File: src/rtl/dac4_pkg.sv
package dac4_pkg;
  // Register offsets (byte addresses on the slave bus)
  localparam logic [15:0] OFS_MODE  = 16'h0002;
  localparam logic [15:0] OFS_RANGE = 16'h0012;
  localparam logic [15:0] OFS_DATA0 = 16'h0014;
  localparam int          OFS_STEP  = 2;

  // Bit positions inside the mode and range words
  localparam int ENA_BIT  = 1;
  localparam int BUFM_BIT = 0;
  localparam int BIP_MSB  = 7;
  localparam int GAIN_MSB = 11;

  typedef struct packed {
    logic enable;
    logic buffered;
  } dac_mode_t;
endpackage

File: src/rtl/dac4_rst_sync.sv
module dac4_rst_sync (
  input  logic clk,
  input  logic arst_n,
  output logic srst_n
);
  logic [1:0] stage_q;

  always_ff @(posedge clk or negedge arst_n) begin
    if (!arst_n) stage_q <= 2'b00;
    else         stage_q <= {stage_q[0], 1'b1};
  end

  assign srst_n = stage_q[1];
endmodule

File: src/rtl/dac4_decode.sv
module dac4_decode
  import dac4_pkg::*;
#(
  parameter int NCH    = 4,
  parameter int ADDR_W = 8
) (
  input  logic              wr_en,
  input  logic [ADDR_W-1:0] wr_addr,
  input  logic              rd_en,
  input  logic [ADDR_W-1:0] rd_addr,
  output logic [NCH-1:0]    wr_chan,
  output logic              wr_mode,
  output logic              wr_range,
  output logic              upd_code,
  output logic              upd_range
);
  for (genvar i = 0; i < NCH; i++) begin : g_chan_dec
    localparam int CH_OFS = int'(OFS_DATA0) + OFS_STEP * i;
    assign wr_chan[i] = wr_en && (wr_addr == ADDR_W'(CH_OFS));
  end

  assign wr_mode   = wr_en && (wr_addr == ADDR_W'(OFS_MODE));
  assign wr_range  = wr_en && (wr_addr == ADDR_W'(OFS_RANGE));
  assign upd_code  = rd_en && (rd_addr == ADDR_W'(OFS_MODE));
  assign upd_range = rd_en && (rd_addr == ADDR_W'(OFS_RANGE));
endmodule

File: src/rtl/dac4_chan_buf.sv
module dac4_chan_buf #(
  parameter int CODE_W = 12
) (
  input  logic              clk,
  input  logic              rst_n,
  input  logic              wr_stb,
  input  logic [CODE_W-1:0] wr_code,
  input  logic              upd_stb,
  input  logic              direct,
  output logic [CODE_W-1:0] shadow_q,
  output logic [CODE_W-1:0] active_q
);
  logic              shadow_en;
  logic              active_en;
  logic [CODE_W-1:0] active_d;

  // Next state: a direct write beats the update; an update always
  // takes the shadow as it stood before this edge.
  always_comb begin
    shadow_en = wr_stb;
    active_en = upd_stb || (wr_stb && direct);
    if (wr_stb && direct) active_d = wr_code;
    else                  active_d = shadow_q;
  end

  always_ff @(posedge clk or negedge rst_n) begin
    if (!rst_n) begin
      shadow_q <= '0;
      active_q <= '0;
    end else begin
      if (shadow_en) shadow_q <= wr_code;
      if (active_en) active_q <= active_d;
    end
  end
endmodule

File: src/rtl/dac4_range_ctl.sv
module dac4_range_ctl #(
  parameter int NCH = 4
) (
  input  logic           clk,
  input  logic           rst_n,
  input  logic           wr_stb,
  input  logic [NCH-1:0] bip_in,
  input  logic [NCH-1:0] gain_in,
  input  logic           commit_stb,
  output logic [NCH-1:0] bip_sh_q,
  output logic [NCH-1:0] gain_sh_q,
  output logic [NCH-1:0] bip_act_q,
  output logic [NCH-1:0] gain_act_q
);
  logic [NCH-1:0] bip_sh_d, gain_sh_d, bip_act_d, gain_act_d;

  always_comb begin
    bip_sh_d   = bip_sh_q;
    gain_sh_d  = gain_sh_q;
    bip_act_d  = bip_act_q;
    gain_act_d = gain_act_q;
    if (wr_stb) begin
      bip_sh_d  = bip_in;
      gain_sh_d = gain_in;
    end
    if (commit_stb) begin
      bip_act_d  = bip_sh_q;
      gain_act_d = gain_sh_q;
    end
  end

  always_ff @(posedge clk or negedge rst_n) begin
    if (!rst_n) begin
      bip_sh_q   <= '0;
      gain_sh_q  <= '0;
      bip_act_q  <= '0;
      gain_act_q <= '0;
    end else begin
      bip_sh_q   <= bip_sh_d;
      gain_sh_q  <= gain_sh_d;
      bip_act_q  <= bip_act_d;
      gain_act_q <= gain_act_d;
    end
  end
endmodule

File: src/rtl/dac4_dbuf_regs.sv
module dac4_dbuf_regs
  import dac4_pkg::*;
#(
  parameter int NCH    = 4,
  parameter int CODE_W = 12,
  parameter int ADDR_W = 8,
  parameter int BUS_W  = 16
) (
  input  logic                  clk,
  input  logic                  rst_n,
  input  logic                  bus_wr_en,
  input  logic [ADDR_W-1:0]     bus_wr_addr,
  input  logic [BUS_W-1:0]      bus_wr_data,
  input  logic                  bus_rd_en,
  input  logic [ADDR_W-1:0]     bus_rd_addr,
  output logic [NCH*CODE_W-1:0] out_code,
  output logic [NCH-1:0]        out_bipolar,
  output logic [NCH-1:0]        out_gain,
  output logic                  dac_enable,
  output logic                  dac_buffered
);
  localparam int CODES_W = NCH * CODE_W;

  logic                rst_sync_n;
  logic [NCH-1:0]      wr_chan;
  logic                wr_mode, wr_range, upd_code, upd_range;
  dac_mode_t           mode_q, mode_d;
  logic [CODES_W-1:0]  shadow_flat, active_flat;
  logic [NCH-1:0]      bip_in, gain_in, bip_sh, gain_sh;
  logic                unused_wdata_hi;

  assign unused_wdata_hi = ^bus_wr_data[BUS_W-1:CODE_W];

  dac4_rst_sync u_rst (
    .clk    (clk),
    .arst_n (rst_n),
    .srst_n (rst_sync_n)
  );

  dac4_decode #(.NCH(NCH), .ADDR_W(ADDR_W)) u_dec (
    .wr_en     (bus_wr_en),
    .wr_addr   (bus_wr_addr),
    .rd_en     (bus_rd_en),
    .rd_addr   (bus_rd_addr),
    .wr_chan   (wr_chan),
    .wr_mode   (wr_mode),
    .wr_range  (wr_range),
    .upd_code  (upd_code),
    .upd_range (upd_range)
  );

  // Mode word: next state then register
  always_comb begin
    mode_d = mode_q;
    if (wr_mode) begin
      mode_d.enable   = bus_wr_data[ENA_BIT];
      mode_d.buffered = bus_wr_data[BUFM_BIT];
    end
  end

  always_ff @(posedge clk or negedge rst_sync_n) begin
    if (!rst_sync_n) mode_q <= '0;
    else             mode_q <= mode_d;
  end

  // Per-channel code buffers
  for (genvar i = 0; i < NCH; i++) begin : g_chan
    dac4_chan_buf #(.CODE_W(CODE_W)) u_buf (
      .clk      (clk),
      .rst_n    (rst_sync_n),
      .wr_stb   (wr_chan[i]),
      .wr_code  (bus_wr_data[CODE_W-1:0]),
      .upd_stb  (upd_code),
      .direct   (!mode_q.buffered),
      .shadow_q (shadow_flat[i*CODE_W +: CODE_W]),
      .active_q (active_flat[i*CODE_W +: CODE_W])
    );

    // Channel-indexed bit extraction from the range word
    assign bip_in[i]  = bus_wr_data[BIP_MSB - i];
    assign gain_in[i] = bus_wr_data[GAIN_MSB - i];

    assign out_code[i*CODE_W +: CODE_W] =
      mode_q.enable ? active_flat[i*CODE_W +: CODE_W] : '0;
  end

  dac4_range_ctl #(.NCH(NCH)) u_rng (
    .clk        (clk),
    .rst_n      (rst_sync_n),
    .wr_stb     (wr_range),
    .bip_in     (bip_in),
    .gain_in    (gain_in),
    .commit_stb (upd_range),
    .bip_sh_q   (bip_sh),
    .gain_sh_q  (gain_sh),
    .bip_act_q  (out_bipolar),
    .gain_act_q (out_gain)
  );

  assign dac_enable   = mode_q.enable;
  assign dac_buffered = mode_q.buffered;
endmodule

File: config.mk
export PLATFORM = sky130hd
export DESIGN_NAME = dac4_dbuf_regs
export DESIGN_NICKNAME = d
export VERILOG_FILES = /design/src/rtl/dac4_pkg.sv /design/src/rtl/dac4_rst_sync.sv /design/src/rtl/dac4_decode.sv /design/src/rtl/dac4_chan_buf.sv /design/src/rtl/dac4_range_ctl.sv /design/src/rtl/dac4_dbuf_regs.sv
export SDC_FILE = /design/constraint.sdc
export NUM_CORES = 1
export LEC_CHECK = 0
export BUFFER_PORTS_ARGS = -buffer_cell sky130_fd_sc_hd__buf_2
export CORE_MARGIN = 4
export CORE_UTILIZATION = 45
export CTS_BUF_LIST = sky130_fd_sc_hd__clkbuf_8 sky130_fd_sc_hd__clkbuf_16
export DETAILED_ROUTE_END_ITERATION = 8
export GPL_TIMING_DRIVEN = 0
export MAX_ROUTING_LAYER = met4
export PLACE_DENSITY = 0.7
export SETUP_SLACK_MARGIN = 0.02
export SYNTH_ARGS = -nofsm -noshare
export SYNTH_HDL_FRONTEND = slang
export SYNTH_SLANG_ARGS = --single-unit
File: constraint.sdc
create_clock -name clk -period 5.23 [get_ports clk]
set_clock_uncertainty 0.2 [all_clocks]
set_input_delay 1.046 -clock clk [delete_from_list [all_inputs] [get_ports clk]]
set_output_delay 1.046 -clock clk [all_outputs]
set_load 0.005 [all_outputs]
==> flow_summary.json, run 1 <==
{
  "outcome": "completed",
  "grt_pass1_wl_um": 20900,
  "yosysMostFrequentCell": "dfrtp_1",
  "synth_top_cell_area_share": 0.548,
  "initial_core_util": 0.462,
  "yosysWarningCount": 0,
  "gr-usage-all-layers": 0.210,
  "drc": 0,
  "num_vias": 3999,
  "wl_per_cell_um": 17.7,
  "port_buffers": 79,
  "netlist_instances": 485,
  "final.min_clock_period_ns": 3.14,
  "ant_nets": 0,
  "synth_nets": 521,
  "cts_resized": 0,
  "slew_viol_final": 0,
  "grt_pass1_vias": 4061,
  "synthArstFlopShare": 1.00,
  "synth_top_area_cell": "dfrtp_1",
  "final_net_count": 621,
  "yosys-top-cells-count": "dfrtp_1 (116), nand2_1 (96), nor2_1 (49)",
  "dr.pass1.iters": 5,
  "leakagePower_uw": 0.00338,
  "synth_area_per_cell_um2": 10.9,
  "ys_seq_area_frac": 0.548,
  "vias_per_cell": 5.40,
  "design.core.area_um2": 11500,
  "pin_count": 94,
  "p_comb_frac": 0.059,
  "powerDensity_nw_per_um2": 344,
  "post-cts-setup-buffers": 0,
  "hold_buffers": 0,
  "netlist_area_um2": 5300,
  "tightest_slew_ns": 0.595,
  "required_ns": 3.98,
  "synth_edf_count": 0,
  "fmax_ghz": 0.318,
  "final_cell_area_um2": 6490,
  "area_growth_pct": 22.6,
  "yosysUniqueCellTypes": 27,
  "worstPathArrival_ns": 1.90,
  "hold_class": "flip-flop to async pin",
  "diodes": 0,
  "worstSetupPathType": "flip-flop to primary output",
  "drtIter0Drc": 309,
  "placed_area_um2": 5920,
  "die_area_um2": 13600,
  "path_clk_slew_ns": 0.06,
  "wl_um": 13100,
  "grt_max_degree": 74,
  "rsz0062_at_grt": "false",
  "internal_power_uw": 1730,
  "cts_buffer_depth": 2,
  "clkPwrFrac": 0.500,
  "drive_gt1_frac": 0.358,
  "synth-seq-cells": 116,
  "netlist_top_cells_area": "dfrtp_1 (55%), mux2_2 (9.8%), nand2_1 (6.8%), a31oi_1 (5.7%), and2_1 (5.7%)",
  "tritoncts": "done",
  "grt_antenna_before_repair": 0,
  "place_congestion": 0.801,
  "die_w_um": 116,
  "setup.worst_path.end_class": "primary output",
  "numCtsBuffers": 17,
  "synthFlopType": "dfrtp_1",
  "fin_tns_setup_ns": 0,
  "p_sw_uw": 504,
  "fp-row-count": 39,
  "ir_drop_uv": 160,
  "drv_cap": 0,
  "rr_worst_depth": 4,
  "hpwlAfterDp_um": 8810,
  "total_power_uw": 2230,
  "crit_fanout": 10,
  "swShare": 0.226,
  "pwr-share-seq": 0.441,
  "timing.final.crit_share": 0.601,
  "clock_sinks": 116,
  "grt_overflow": 0,
  "clockRootBuffer": "clkbuf_16",
  "ctsHtreeMaxLevel": 4,
  "finalHoldViolations": 0,
  "setup-violations-final": 0,
  "insertion_delay_ns": 0.41,
  "start_kind": "flip-flop",
  "die_h_um": 116,
  "maxSlewHeadroom": 0.603
}
-- through the flow --
stage                     hold WS, ns  std cells  utilization  setup WS (ns)
after global placement          0.137        707        0.512          0.433
after floorplan                 0.131        485            -           1.56
after detailed placement        0.141        709        0.516           2.43
final                           0.140        741        0.566           2.09
after CTS                       0.153        741        0.566           2.04
after global routing            0.174        741        0.566           1.99
-- power groups by stage --
stage	Clock (µW)	Sequential, µW	Combinational, µW
2_1_floorplan	0	998	74.5
3_3_place_gp	0	1010	106
3_5_place_dp	0	997	133
4_1_cts	1120	983	134
5_1_grt	1170	988	148
6_report	1120	983	132
-- final cells by class --
| type | instances | area [µm²] |
|---|---|---|
| flip-flops and latches | 116 | 2910 |
| well taps | 143 | 179 |
| clock inverters | 13 | 118 |
| plain buffers | 37 | 210 |
| repair buffers | 81 | 443 |
| inverters | 1 | 3.75 |
| fillers | 971 | 4980 |
| clock buffers | 19 | 453 |
| multi-input cells | 331 | 2180 |
-- worst max-delay path: stages, from the launching register on --
cell and delay, ns:
dfrtp_1 0.43, clkbuf_1 0.42, clkbuf_1 0.32, and2_1 0.20, buf_2 0.12
-- worst paths after layout --
path                                                 start                                      end  slack [ns]
worst max-delay path                dac_enable$_DFFE_PN0P_                             out_code[26]        2.09
worst min-delay path            u_rst.stage_q[1]$_DFF_PN0_  g_chan[3].u_buf.active_q[2]$_DFFE_PN0P_        0.14
worst max register to register    dac_buffered$_DFFE_PN0P_  g_chan[0].u_buf.active_q[3]$_DFFE_PN0P_        3.58
worst min register to register  u_rst.stage_q[1]$_DFF_PN0_  g_chan[3].u_buf.active_q[2]$_DFFE_PN0P_        0.14
max in group asynchronous       u_rst.stage_q[1]$_DFF_PN0_  g_chan[0].u_buf.shadow_q[8]$_DFFE_PN0P_        4.14
min in group clk                u_rst.stage_q[0]$_DFF_PN0_               u_rst.stage_q[1]$_DFF_PN0_        0.15
-- placed cells by master, fill, tap and decap left out, drive strengths merged --
cell type / count
and2: 50
buf: 107
nand4b: 4
bufinv: 2
nor3b: 1
clkinvlp: 1
nand2: 100
conb: 1
nor2b: 2
nor2: 49
a31oi: 48
inv: 4
clkinv: 7
nand3: 4
dfrtp: 116
mux2: 66
nor4b: 3
and4bb: 1
and3: 1
clkbuf: 30
nor3: 1
-- cells by family (layout without fill, tap and decap cells) --
group,Yosys count,after routing,synth area share
buffers and inverters,38,151,0.0404
flip-flops,116,116,0.548
AO/OA/AOI/OAI,48,48,0.0567
multiplexers,66,66,0.155
other,1,1,0.000708
AND/OR/NAND/NOR,216,216,0.199
-- registers in the layout (all words and copies together) (netlist names) --
signal                 cells
dac_enable                 1
g_chan.u_buf.shadow_q     48
u_rng.gain_act_q           4
u_rng.gain_sh_q            4
dac_buffered               1
u_rst.stage_q              2
u_rng.bip_act_q            4
u_rng.bip_sh_q             4
g_chan.u_buf.active_q     48
-- per-layer routing --
layer  vias up  share of wire  track usage
met5         -              0            -
met4         0          0.015       0.0773
met3        19          0.062       0.0466
met2       134           0.50        0.334
met1      2019           0.43        0.266
li1       1827              -            -
Power figures use the tool's default switching activity.
==> inputs of run 2 (changes only) <==
Clock period 5.23 ns to 3 ns, I/O delays scaled along.
==> flow_summary.json, run 2 (synthesized netlist as in run 1, its figures left out) <==
{
  "rrSetupSlack_ns": 1.34,
  "rsz0062_at_grt": "false",
  "final_common_cell": "dfrtp_1",
  "die_area_um2": 13600,
  "place_congestion": 0.803,
  "powerDensity_nw_per_um2": 574,
  "insertion_delay_ns": 0.41,
  "drive_gt1_frac": 0.352,
  "cts_resized": 0,
  "final_net_count": 621,
  "grt_overflow": 0,
  "ir_drop_uv": 347,
  "ctsHtreeMaxLevel": 4,
  "numCtsBuffers": 17,
  "initial_core_util": 0.462,
  "die_h_um": 116,
  "total_power_uw": 3690,
  "grt_max_degree": 64,
  "drtIter0Drc": 286,
  "tightest_slew_ns": 0.825,
  "grt_pass1_vias": 4084,
  "crit_fanout": 10,
  "dr.pass1.iters": 5,
  "worstSetupPathType": "flip-flop to primary output",
  "wl_per_cell_um": 17.5,
  "clock_sinks": 116,
  "final.min_clock_period_ns": 2.68,
  "hold-worst-slack_ns": 0.149,
  "worstPathArrival_ns": 1.88,
  "die_w_um": 116,
  "setup.worst_path.end_class": "primary output",
  "leakagePower_uw": 0.00335,
  "maxSlewHeadroom": 0.450,
  "tritoncts": "done",
  "hpwlAfterDp_um": 8730,
  "drv_cap": 0,
  "slew_viol_final": 0,
  "fin_tns_setup_ns": 0,
  "pin_count": 94,
  "design.core.area_um2": 11500,
  "reg.largest.list": "g_chan.u_buf.active_q x48, g_chan.u_buf.shadow_q x48",
  "rr_worst_depth": 3,
  "hold_class": "flip-flop to flip-flop",
  "wl_um": 13000,
  "port_buffers": 79,
  "fp-row-count": 39,
  "layout_common_cells": "dfrtp_1 (115), buf_2 (96), nand2_1 (96)",
  "ant_nets": 0,
  "vias_per_cell": 5.39,
  "min_path_cells": 0,
  "finalCoreUtilization": 0.560,
  "required_ns": 2.20,
  "finalHoldViolations": 0,
  "num_vias": 3984,
  "worstHoldEndpoint": "u_rst.stage_q[1]$_DFF_PN0_",
  "rr_endpoint": "g_chan[0].u_buf.active_q[1]$_DFFE_PN0P_",
  "gr-usage-all-layers": 0.209,
  "timing.rr.start": "dac_buffered$_DFFE_PN0P_",
  "path_clk_slew_ns": 0.05,
  "diodes": 0,
  "grt_antenna_before_repair": 0,
  "setup-violations-final": 0,
  "cts_buffer_depth": 2,
  "timing.final.crit_share": 0.893,
  "grt_pass1_wl_um": 20700,
  "outcome": "completed",
  "hp-start": "u_rst.stage_q[0]$_DFF_PN0_",
  "clockRootBuffer": "clkbuf_16",
  "fmax_ghz": 0.373,
  "area_growth_pct": 21.3,
  "drc": 0,
  "start_kind": "flip-flop"
}
-- run 2: critical path: stages (launching register included) --
cell and delay (ns):
dfrtp_1 0.43, clkbuf_1 0.40, clkbuf_1 0.32, and2_1 0.19
buf_2 0.12
-- run 2: worst max path at each step --
stage	slack, ns	cells past startpoint	from	to
2_1_floorplan	0.86	0	u_rst.stage_q[1]$_DFF_PN0_	dac_buffered$_DFFE_PN0P_
3_3_place_gp	0.21	0	u_rst.stage_q[1]$_DFF_PN0_	g_chan[0].u_buf.active_q[5]$_DFFE_PN0P_
3_5_place_dp	0.63	7	bus_rd_addr[0]	g_chan[0].u_buf.active_q[9]$_DFFE_PN0P_
4_1_cts	0.27	4	dac_enable$_DFFE_PN0P_	out_code[26]
5_1_grt	0.22	4	dac_enable$_DFFE_PN0P_	out_code[33]
6_report	0.32	4	dac_enable$_DFFE_PN0P_	out_code[26]
-- run 2: where the power goes --
| group | switching, µW | internal (µW) | total (µW) |
|---|---|---|---|
| logic | 112 | 100 | 212 |
| clock network | 660 | 1090 | 1750 |
| registers | 66.0 | 1660 | 1730 |
| total | 838 | 2850 | 3690 |
-- run 2: metrics by stage --
stage	setup WS, ns	cells	area [µm²]
2_1_floorplan	0.862	485	5300
3_3_place_gp	0.207	707	5870
3_5_place_dp	0.634	708	5900
4_1_cts	0.266	739	6420
5_1_grt	0.219	739	6420
6_report	0.320	739	6420
-- run 2: per-layer routing --
| layer | wire length (µm) | vias up | global-route usage |
|---|---|---|---|
| met1 | 5470 | 2000 | 0.261 |
| met2 | 6370 | 133 | 0.336 |
| li1 | - | 1833 | - |
| met4 | 229 | 0 | 0.0735 |
| met5 | 0 | - | - |
| met3 | 876 | 18 | 0.0492 |
-- run 2: area by class of cell --
cell class	count	area [µm²]
sequential	116	2910
tap	143	179
clock inverter	10	45.0
timing repair buffer	81	433
fill	947	5040
clock buffer	20	467
buffer	37	210
inverter	1	3.75
multi-input combinational	331	2180
-- run 2: repair_timing --
item	CTS	global route
buffers inserted	0	0
hold buffers	1	0
endpoints found under the hold margin	2	0
==> inputs of run 3 (changes only) <==
==> constraint.sdc (replaced) <==
create_clock -name clk -period 3 [get_ports clk]
set_clock_uncertainty 0.2 [all_clocks]
set_input_delay 0.3 -clock clk [delete_from_list [all_inputs] [get_ports clk]]
set_output_delay 0.3 -clock clk [all_outputs]
set_load 0.005 [all_outputs]
==> flow_summary.json, run 3 (synthesized netlist as in run 1, its figures left out) <==
{
  "leakagePower_uw": 0.00336,
  "post-cts-setup-buffers": 0,
  "hpwlAfterDp_um": 8730,
  "internal_power_uw": 2850,
  "clkPwrFrac": 0.474,
  "drtIter0Drc": 299,
  "hold_buffers": 2,
  "drc": 0,
  "worstHoldEndpoint": "g_chan[0].u_buf.active_q[11]$_DFFE_PN0P_",
  "final_net_count": 622,
  "finalHoldViolations": 0,
  "pwr-share-seq": 0.469,
  "fin_tns_setup_ns": 0,
  "worstPathArrival_ns": 1.90,
  "rrSetupSlack_ns": 1.33,
  "ir_drop_uv": 345,
  "area_growth_pct": 21.5,
  "grt_max_degree": 64,
  "final_common_cell": "dfrtp_1",
  "maxSlewHeadroom": 0.448,
  "tritoncts": "done",
  "grt_pass1_wl_um": 20700,
  "tightest_slew_ns": 0.828,
  "place_congestion": 0.803,
  "ctsHtreeMaxLevel": 4,
  "final.fill_count": 946,
  "p_sw_uw": 840,
  "grt_use_met2": 0.336,
  "diodes": 0,
  "setup-violations-final": 0,
  "min_path_cells": 3,
  "hold-worst-slack_ns": 0.0627,
  "design.core.area_um2": 11500,
  "num_vias": 3987,
  "die_area_um2": 13600,
  "dr.pass1.iters": 5,
  "drive_gt1_frac": 0.352,
  "hp-start": "bus_wr_data[11]",
  "hold_class": "input port to flip-flop",
  "ant_nets": 0,
  "timing.rr.start": "dac_buffered$_DFFE_PN0P_",
  "die_w_um": 116,
  "path_clk_slew_ns": 0.05,
  "setup.worst_path.end_class": "primary output",
  "cts_buffer_depth": 2,
  "final.min_clock_period_ns": 2.40,
  "drv_cap": 0,
  "grt_overflow": 0,
  "die_h_um": 116,
  "timing.final.crit_share": 0.800,
  "layout_common_cells": "dfrtp_1 (115), buf_2 (96), nand2_1 (96)",
  "p_comb_frac": 0.058,
  "outcome": "completed",
  "worstSetupPathType": "flip-flop to primary output",
  "rr_worst_depth": 3,
  "fmax_ghz": 0.417,
  "reg.largest.list": "g_chan.u_buf.active_q x48, g_chan.u_buf.shadow_q x48",
  "vias_per_cell": 5.39,
  "insertion_delay_ns": 0.41,
  "port_buffers": 79,
  "busiest_layer": "met2",
  "required_ns": 2.50,
  "swShare": 0.228,
  "powerDensity_nw_per_um2": 573,
  "use_met1": 0.261,
  "initial_core_util": 0.462,
  "gr-usage-all-layers": 0.209,
  "rr_endpoint": "g_chan[0].u_buf.active_q[1]$_DFFE_PN0P_",
  "crit_fanout": 10,
  "start_kind": "flip-flop",
  "slew_viol_final": 0,
  "rsz0062_at_grt": "false",
  "clock_sinks": 116,
  "grt_use_met3": 0.0492,
  "fp-row-count": 39,
  "grt_pass1_vias": 4086,
  "pin_count": 94,
  "wl_per_cell_um": 17.6,
  "clockRootBuffer": "clkbuf_16",
  "grt_antenna_before_repair": 0,
  "cts_resized": 0,
  "wl_um": 13100,
  "numCtsBuffers": 17
}
-- run 3: changes by cell type in the layout (fill, tap and decap cells not counted), sizes merged --
cell and change:
dlygate4sd3 +1
-- run 3: final cells by class --
cell class                      count  area [µm²]  share of cell area
Sequential cell                   116        2910               0.452
Multi-Input combinational cell    331        2180               0.339
Clock buffer                       20         467              0.0726
Timing Repair Buffer               82         443              0.0689
Buffer                             37         210              0.0327
Tap cell                          143         179              0.0278
Clock inverter                     10        45.0             0.00700
Inverter                            1        3.75            0.000584
-- run 3: worst max path at each step --
stage,from,end,cells past startpoint,slack [ns]
final,dac_enable$_DFFE_PN0P_,out_code[26],4,0.60
after global routing,dac_enable$_DFFE_PN0P_,out_code[33],4,0.52
after CTS,dac_enable$_DFFE_PN0P_,out_code[26],4,0.57
after detailed placement,bus_rd_addr[0],g_chan[0].u_buf.active_q[9]$_DFFE_PN0P_,7,0.93
after global placement,u_rst.stage_q[1]$_DFF_PN0_,g_chan[0].u_buf.active_q[5]$_DFFE_PN0P_,0,0.21
after floorplan,u_rst.stage_q[1]$_DFF_PN0_,dac_buffered$_DFFE_PN0P_,0,0.86
-- run 3: power groups by stage --
stage	registers [µW]	logic [µW]	clock network [µW]
floorplan	1740	130	0
global placement	1760	186	0
detailed placement	1750	212	0
CTS	1730	215	1760
global route	1740	238	1820
finish	1730	213	1750
-- run 3: worst max-delay path, stage by stage, from the launching register on --
cell and delay (ns):
dfrtp_1 0.43, clkbuf_1 0.42, clkbuf_1 0.32, and2_1 0.19, buf_2 0.12
-- run 3: layer usage --
| metal | share of wire | up-vias | wire, µm |
|---|---|---|---|
| li1 | - | 1830 | - |
| met1 | 0.43 | 2003 | 5640 |
| met2 | 0.49 | 136 | 6420 |
| met3 | 0.059 | 18 | 772 |
| met4 | 0.017 | 0 | 221 |
| met5 | 0 | - | 0 |
-- run 3: through the flow --
step                      power, µW  std cells   util  setup WS [ns]  instance area [µm²]
final                          3690        740  0.561          0.600                 6430
after global routing           3800        740  0.561          0.519                 6430
after CTS                      3700        740  0.561          0.566                 6430
after detailed placement       1970        708  0.515          0.934                 5900
after global placement         1950        707  0.512          0.207                 5870
after floorplan                1870        485      -          0.862                 5300
